## src/rtl/adc_rd_pkg.sv

```systemverilog
package adc_rd_pkg;

  typedef enum logic [2:0] {
    ST_PWR,
    ST_IDLE,
    ST_SETUP,
    ST_HI,
    ST_LO,
    ST_HOLD
  } rd_state_e;

  typedef enum logic {
    FRM_BYTE  = 1'b0,
    FRM_SHORT = 1'b1
  } frame_mode_e;

  function automatic int unsigned umax(input int unsigned a, input int unsigned b);
    return (a > b) ? a : b;
  endfunction

endpackage

```

## src/rtl/adc_rd_req.sv

```systemverilog
module adc_rd_req (
  input  logic clk_i,
  input  logic rst_ni,
  input  logic start_i,
  input  logic accept_i,
  output logic go_o
);
  logic pend_q;

  assign go_o = start_i | pend_q;

  always_ff @(posedge clk_i or negedge rst_ni) begin
    if (!rst_ni)       pend_q <= 1'b0;
    else if (accept_i) pend_q <= 1'b0;
    else if (start_i)  pend_q <= 1'b1;
  end
endmodule

```

## src/rtl/adc_rd_seq.sv

```systemverilog
module adc_rd_seq
  import adc_rd_pkg::*;
#(
  parameter int unsigned DATA_W      = 12,
  parameter int unsigned HALF_DIV    = 26,
  parameter int unsigned SETUP_CYC   = 12,
  parameter int unsigned CS_HOLD_CYC = 52,
  parameter int unsigned POWERUP_CYC = 625000
) (
  input  logic clk_i,
  input  logic rst_ni,
  input  logic go_i,
  input  logic mode_i,
  output logic cs_no,
  output logic sclk_o,
  output logic sample_o,
  output logic done_o,
  output logic accept_o
);
  localparam int unsigned CNT_MAX    = umax(umax(POWERUP_CYC, SETUP_CYC), umax(HALF_DIV, CS_HOLD_CYC));
  localparam int unsigned CNT_W      = $clog2(CNT_MAX + 1);
  localparam int unsigned BYTE_CLKS  = DATA_W + 4;
  localparam int unsigned SHORT_CLKS = DATA_W + 3;
  localparam int unsigned EDGE_W     = $clog2(BYTE_CLKS + 1);

  rd_state_e         state_q;
  frame_mode_e       mode_q;
  logic [CNT_W-1:0]  cnt_q;
  logic [EDGE_W-1:0] edge_q;
  logic              cs_nq, sclk_q;
  logic              cnt_zero, last_clk, is_byte;

  assign cnt_zero = (cnt_q == '0);
  assign is_byte  = (mode_q == FRM_BYTE);
  assign last_clk = is_byte ? (edge_q == EDGE_W'(BYTE_CLKS)) : (edge_q == EDGE_W'(SHORT_CLKS));

  // byte framing samples ahead of each rise, short framing ahead of each fall
  assign sample_o = cnt_zero & ((state_q == ST_SETUP & is_byte) |
                                (state_q == ST_LO & ~last_clk & is_byte) |
                                (state_q == ST_HI & ~is_byte));
  assign done_o   = cnt_zero & (state_q == ST_LO) & last_clk;
  assign accept_o = (state_q == ST_IDLE) & go_i;
  assign cs_no    = cs_nq;
  assign sclk_o   = sclk_q;

  always_ff @(posedge clk_i or negedge rst_ni) begin
    if (!rst_ni) begin
      state_q <= ST_PWR;
      mode_q  <= FRM_BYTE;
      cnt_q   <= CNT_W'(POWERUP_CYC - 1);
      edge_q  <= '0;
      cs_nq   <= 1'b1;
      sclk_q  <= 1'b0;
    end else begin
      unique case (state_q)
        ST_PWR: begin
          if (cnt_zero) state_q <= ST_IDLE;
          else          cnt_q   <= cnt_q - 1'b1;
        end
        ST_IDLE: begin
          if (go_i) begin
            state_q <= ST_SETUP;
            cs_nq   <= 1'b0;
            cnt_q   <= CNT_W'(SETUP_CYC - 1);
            edge_q  <= '0;
            mode_q  <= frame_mode_e'(mode_i);
          end
        end
        ST_SETUP: begin
          if (cnt_zero) begin
            state_q <= ST_HI;
            sclk_q  <= 1'b1;
            cnt_q   <= CNT_W'(HALF_DIV - 1);
            edge_q  <= edge_q + 1'b1;
          end else cnt_q <= cnt_q - 1'b1;
        end
        ST_HI: begin
          if (cnt_zero) begin
            state_q <= ST_LO;
            sclk_q  <= 1'b0;
            cnt_q   <= CNT_W'(HALF_DIV - 1);
          end else cnt_q <= cnt_q - 1'b1;
        end
        ST_LO: begin
          if (cnt_zero) begin
            if (last_clk) begin
              state_q <= ST_HOLD;
              cs_nq   <= 1'b1;
              cnt_q   <= CNT_W'(CS_HOLD_CYC - 1);
            end else begin
              state_q <= ST_HI;
              sclk_q  <= 1'b1;
              cnt_q   <= CNT_W'(HALF_DIV - 1);
              edge_q  <= edge_q + 1'b1;
            end
          end else cnt_q <= cnt_q - 1'b1;
        end
        ST_HOLD: begin
          if (cnt_zero) state_q <= ST_IDLE;
          else          cnt_q   <= cnt_q - 1'b1;
        end
        default: state_q <= ST_IDLE;
      endcase
    end
  end
endmodule

```

## src/rtl/adc_rd_capture.sv

```systemverilog
module adc_rd_capture #(
  parameter int unsigned DATA_W = 12
) (
  input  logic              clk_i,
  input  logic              rst_ni,
  input  logic              sample_i,
  input  logic              sdi_i,
  input  logic              done_i,
  output logic [DATA_W-1:0] result_o,
  output logic              valid_o
);
  // one extra stage holds the trailing sample, which both framings drop
  logic [DATA_W:0] sr_q;

  always_ff @(posedge clk_i or negedge rst_ni) begin
    if (!rst_ni) begin
      sr_q     <= '0;
      result_o <= '0;
      valid_o  <= 1'b0;
    end else begin
      if (sample_i) sr_q <= {sr_q[DATA_W-1:0], sdi_i};
      if (done_i)   result_o <= sr_q[DATA_W:1];
      valid_o <= done_i;
    end
  end
endmodule

```

## src/rtl/adc_serial_reader.sv

```systemverilog
module adc_serial_reader #(
  parameter int unsigned DATA_W         = 12,
  parameter int unsigned HALF_DIV       = 26,
  parameter int unsigned SETUP_CYC      = 12,
  parameter int unsigned CS_HOLD_HALVES = 2,
  parameter int unsigned POWERUP_CYC    = 625000
) (
  input  logic              clk_i,
  input  logic              rst_ni,
  input  logic              start_i,
  input  logic              mode_i,
  input  logic              miso_i,
  output logic              cs_no,
  output logic              sclk_o,
  output logic [DATA_W-1:0] result_o,
  output logic              valid_o
);
  localparam int unsigned CS_HOLD_CYC = CS_HOLD_HALVES * HALF_DIV;

  logic go, accept, sample, done;

  adc_rd_req u_req (
    .clk_i   (clk_i),
    .rst_ni  (rst_ni),
    .start_i (start_i),
    .accept_i(accept),
    .go_o    (go)
  );

  adc_rd_seq #(
    .DATA_W     (DATA_W),
    .HALF_DIV   (HALF_DIV),
    .SETUP_CYC  (SETUP_CYC),
    .CS_HOLD_CYC(CS_HOLD_CYC),
    .POWERUP_CYC(POWERUP_CYC)
  ) u_seq (
    .clk_i   (clk_i),
    .rst_ni  (rst_ni),
    .go_i    (go),
    .mode_i  (mode_i),
    .cs_no   (cs_no),
    .sclk_o  (sclk_o),
    .sample_o(sample),
    .done_o  (done),
    .accept_o(accept)
  );

  adc_rd_capture #(.DATA_W(DATA_W)) u_cap (
    .clk_i   (clk_i),
    .rst_ni  (rst_ni),
    .sample_i(sample),
    .sdi_i   (miso_i),
    .done_i  (done),
    .result_o(result_o),
    .valid_o (valid_o)
  );
endmodule

```

## config.mk

```make
export PLATFORM = sky130hd
export DESIGN_NAME = adc_serial_reader
export DESIGN_NICKNAME = d
export VERILOG_FILES = /design/src/rtl/adc_rd_pkg.sv /design/src/rtl/adc_rd_req.sv /design/src/rtl/adc_rd_seq.sv /design/src/rtl/adc_rd_capture.sv /design/src/rtl/adc_serial_reader.sv
export SDC_FILE = /design/constraint.sdc
export NUM_CORES = 1
export LEC_CHECK = 0
export CAP_MARGIN = 20
export CORE_MARGIN = 2
export CORE_UTILIZATION = 63
export DETAILED_ROUTE_END_ITERATION = 8
export DONT_BUFFER_PORTS = 1
export HOLD_SLACK_MARGIN = 0.08
export PLACE_DENSITY_LB_ADDON = 0.12
export REMOVE_ABC_BUFFERS = 1
export SLEW_MARGIN = 20
export SYNTH_ARGS = -nofsm -noshare
export SYNTH_HDL_FRONTEND = slang
export SYNTH_SLANG_ARGS = --single-unit
```

## constraint.sdc

```tcl
create_clock -name clk_i -period 3.2 [get_ports clk_i]
set_input_delay 0 -clock clk_i [delete_from_list [all_inputs] [get_ports clk_i]]
set_output_delay 0 -clock clk_i [all_outputs]
set_load 0.005 [all_outputs]
```

* After elaboration in Yosys (flattened, before gate mapping)
Cells that the tools add are included.
Storage, ports and cells: bits in registers 58, input bits 5, logic and storage cells 85
Operators by class: equality and inequality tests 15, reduce and logical (&&, ||, !) cells 15, bitwise operators 13, mux-type cells 30, add/subtract/negate cells 2
Operators by type and width (count):
- 20-bit two-way mux | 4
- 20-bit case mux with 4 select lines | 1
- 20-bit zero test | 1
- 5-bit two-way mux | 4
- 20-bit by 1-bit subtractor with 20-bit output, second input constant | 1
- 3-bit two-way mux | 6
- 3-bit case mux with 5 select lines | 1
- 5-bit case mux with 3 select lines | 1
- 5-bit AND reduction | 3
- 2-bit by 1-bit inequality test with 1-bit output, second input constant | 6
- 1-bit two-way mux | 10
- 1-bit bitwise AND | 8
- 3-bit by 2-bit equality test with 1-bit output, second input constant | 2
- 3-bit equality test, second input constant | 2
- 6-bit two-way mux | 1
- 3-bit nonzero test | 2
- 5-bit by 1-bit adder with 5-bit output, second input constant | 1
- 5-bit by 4-bit equality test with 1-bit output, second input constant | 1
- 5-bit equality test, second input constant | 1
- 2-bit inequality test, second input constant | 2
- 4-bit AND reduction | 1
- 2-bit nonzero test | 2
- 4-bit nonzero test | 1
- 2-bit OR reduction | 2
- 8 further kinds | 11

* Logic depth before layout (Yosys ltp)
depth in word-level cells 8, mapped depth 9, depth with buffers taken out 7

* By module
Synthesis repeated with hierarchy kept, for this count alone.
Unflattened totals: cell total of the unflattened synthesis 283, area, all modules 3100.5 um^2
By module, submodules not included:
- adc_rd_seq | area an instance 2067.0 um^2, seq. area each 789.5 um^2, times used 1, cells each 227
- adc_rd_capture | area an instance 992.2 um^2, seq. area each 650.6 um^2, times used 1, cells each 53
- adc_rd_req | area an instance 41.3 um^2, seq. area each 25.0 um^2, times used 1, cells each 3

* Worst setup path after synthesis
OpenSTA, ideal clock, no wires.
path kind flip-flop to flip-flop, from register u_seq.cnt_q[3], to register u_seq.cnt_q[19], library setup time 0.073 ns, path slack 0.776 ns, clock period less this slack 2.424 ns, data arrival time 2.351 ns, data required time 3.127 ns, stages on the path, launching flop included 6, cell sequence dfrtp_1 > or4_4 > or3_4 > or4_4 > or4_1 > a21oi_1
Between the ends: word-level cells in the longest chain between the ends 3, elaborated cells between the ends (all ways) 8
RTL lines:
- start, declared | line adc_rd_seq.sv:28 | logic [CNT_W-1:0] cnt_q;
- start signal, assigned | line adc_rd_seq.sv:50 | cnt_q <= CNT_W'(POWERUP_CYC - 1);
- start signal, assigned | line adc_rd_seq.sv:58 | else cnt_q <= cnt_q - 1'b1;
- start signal, assigned | line adc_rd_seq.sv:64 | cnt_q <= CNT_W'(SETUP_CYC - 1);
- 20-bit by 1-bit subtractor with 20-bit output / 20-bit zero test (equally long branches)
- 20-bit two-way mux, or another cell as far along | line adc_rd_seq.sv:57, adc_rd_seq.sv:99
- 20-bit case mux with 4 select lines / 3-bit AND reduction (equally long branches)
Parallel ways exist; a longest one is shown, timed or not. The select of a mux whose other input is x is not followed. A chain may end at the register's enable or synchronous reset.

* Final worst setup path
from register u_seq.state_q[2], to register u_seq.cnt_q[18]
Between the ends: word-level cells in the longest chain between the ends 4, elaborated cells between the ends (all ways) 13
RTL lines:
- start, declared | line adc_rd_seq.sv:26 | rd_state_e state_q;
- start signal, assigned | line adc_rd_seq.sv:48 | state_q <= ST_PWR;
- start signal, assigned | line adc_rd_seq.sv:57 | if (cnt_zero) state_q <= ST_IDLE;
- start signal, assigned | line adc_rd_seq.sv:62 | state_q <= ST_SETUP;
- 3-bit equality test, or another cell as far along | line adc_rd_seq.sv:55 | unique case (state_q)
- 2-bit OR reduction (no line)
- 2-bit inequality test (no line) / 4-bit nonzero test (equally long branches)
- 3-bit AND reduction (no line)
Parallel ways exist; a longest one is shown, timed or not.

==> results.cfg <==
[worst_setup_path]
r2r_slack_ns = 0.50
r2r-end = u_seq.cnt_q[18]$_DFFE_PN0P_
path_cells = nand2_1, a21boi_0, o21ai_1, or4_1, a21oi_1
crit_path_end = u_seq.cnt_q[18]$_DFFE_PN0P_
cp-start-kind = flop
startpoint = u_seq.state_q[2]$_DFFE_PN0P_
r2r_cells = 5
crit_type = reg -> reg
cp_slowest_stage_delay_ns = 0.59
arrival_ns = 2.96
crit_fanout = 17
worst_path_max_delay_cell = or4_1
regToRegStartpoint = u_seq.state_q[2]$_DFFE_PN0P_
crit_required_ns = 3.46
crit_path_end_kind = flop

[grt]
grt_pass1_vias = 2316
groute.usage.overall = 0.2672
gr-total-overflow = 0
antenna_found_initial = 0
grt_max_degree = 59
grt_pass1_wl_mm = 10.84

[floorplanning]
core_region_area_um2 = 4692
initial_core_util = 0.6459
rows = 25
pin_count = 20
dieArea_um2 = 5381
dieWidth_um = 73.36
dieHeight_um = 73.36

[cells_and_area]
diodes = 0
area_delta_synth_final_pct = 13.05
final_nets = 303
drive_gt1_frac = 0.2333
final_util = 0.7301
final.fill_count = 338

[pwr]
p_per_area_nw_per_um2 = 484.5
power.leakage_nw = 1.432
power_mw = 1.660
ir_drop_v = 0.0003871

[route]
drtAntennaViolNets = 0
drt_iter0_markers = 174
vias = 2289
firstDrtPassIters = 4
drc = 0
wl_mm = 6.611
vias_per_cell = 6.466
avgRoutedWirePerCell_um = 18.68

[yosys]
yosys_warnings = 0
ys_ff_latch = 58
ys_seq_area_frac = 0.4835
ys_async_sr_fraction = 1.000
synth.area.top_cells = dfrtp_1 39%, mux2_2 9.7%, dfstp_2 9.5%, a21oi_1 2.6%, o31ai_1 2.5%
yosysTopAreaCellShare = 0.3881
syn_area_um2 = 3030
post-synth-top-area-cell = dfrtp_1
synth_ff_type = dfrtp_1
synth_commonest_cells = 47 x dfrtp_1, 26 x mux2_2, 19 x nor2_1, 16 x a21oi_1, 16 x nand2_1
synth_edf_count = 0
synthCells = 285
syn_avg_cell_area_um2 = 10.63
synth_cell_types = 56
yosys.cell_count.top_type = dfrtp_1

[placement]
io_buffers = 0
dp_hpwl_mm = 4.329
place_congestion = 0.8850

[sta]
max_freq_ghz = 0.3709
rsz0062_at_grt = no
slew_viol_final = 0
whs_ns = 0.1447
fin_crit_sh = 0.8424
fin_tns_setup_ns = 0
hold_violations = 0
min_period_ns = 2.696
slew_headroom = 0.5410
fin_skew_ns = 0.009838
worst_pin_slew_ns = 0.6839
setup_viol = 0

[clock_tree]
cts_made_buffers = 9
cts.sinks = 58
path_clk_slew_ns = 0.07
cts-root-buf = clkbuf_8
insertion_delay_ns = 0.34
clockBufferDepth = 2
cts_tree = built
htree_num_levels = 3

[worst_hold_path]
hp-class = in -> reg

[job]
max-cap-violations = 0

[status]
status = completed
-- per-layer routing --
metal / part of all wire / vias up / global-route usage
met5: 0 / - / 0
met4: 0.014 / 0 / 0.1010
met3: 0.052 / 10 / 0.08093
met2: 0.47 / 60 / 0.4124
met1: 0.47 / 1112 / 0.3568
li1: - / 1107 / -
-- flip-flops by register name, summed over array words and instances, names as in the netlist --
signal	count
u_req.pend_q	1
u_cap.sr_q	13
u_cap.result_o	12
u_seq.cnt_q	20
u_cap.valid_o	1
u_seq.edge_q	5
u_seq.cs_no	1
u_seq.mode_q	1
u_seq.sclk_o	1
u_seq.state_q	3
-- final cells by class --
cell class	count	area [um2]	area share
clock buffers	10	127.6	0.03725
clock inverters	6	130.1	0.03798
inverters	7	26.28	0.007670
multi-input cells	207	1489	0.4346
flip-flops and latches	58	1465	0.4277
well taps	54	67.56	0.01972
repair buffers	12	120.1	0.03506
-- critical path: cells and delay by family (launching register included) --
kind	cells	cell delay, ns
DFF	1	0.55
AOI/OAI and AO/OA	3	1.16
and+or+nand+nor	2	0.91
-- report_power, final --
| part | leakage (nW) | switching (mW) | internal [mW] |
|---|---|---|---|
| clock network | 0.130 | 0.289 | 0.593 |
| registers | 0.709 | 0.00589 | 0.739 |
| logic | 0.593 | 0.0197 | 0.0126 |
-- what timing repair did --
item	in CTS	in global routing
hold buffers	5	0
setup buffers	0	0
gates resized for setup	0	0
hold endpoints to repair	62	0
-- cells in the final DEF, fill, tap and decap left out, types with 5 or more instances in the layout --
cell,n
nand3_1,5
o31ai_1,10
o21ai_0,13
inv_1,6
clkbuf_8,9
xnor2_1,7
nor2_1,19
nand2_1,16
a21oi_1,16
dfstp_2,11
buf_4,7
mux2_2,26
o22ai_1,5
or4_1,9
or3_1,5
dfrtp_1,47
-- worst min path at each step --
stage / start / endpoint / cells past startpoint
floorplan: rst_ni / u_cap.result_o[0]$_DFFE_PN0P_ / 0
global placement: rst_ni / u_seq.cnt_q[17]$_DFFE_PN0P_ / 0
detailed placement: rst_ni / u_seq.cnt_q[17]$_DFFE_PN0P_ / 0
CTS: start_i / u_seq.state_q[0]$_DFFE_PN0P_ / 4
global route: start_i / u_seq.state_q[0]$_DFFE_PN0P_ / 4
finish: start_i / u_seq.state_q[0]$_DFFE_PN0P_ / 4
-- through the flow --
stage | cells | setup slack, ns | cell area, um2
after floorplan | 272 | 0.3518 | 2980
after global placement | 333 | 0.7104 | 3100
after detailed placement | 333 | 0.6632 | 3100
after CTS | 354 | 0.6427 | 3426
after global routing | 354 | 0.4734 | 3426
final | 354 | 0.5042 | 3426
-- cell families after synthesis --
family,synth area share
muxes,0.09992
xor gates and xnor gates,0.03179
adders and majority gates,0.01239
and+or+nand+nor,0.1734
DFF,0.4835
AOI/OAI and AO/OA,0.1738
buffers and inverters,0.02518
Power figures use the tool's default switching activity.
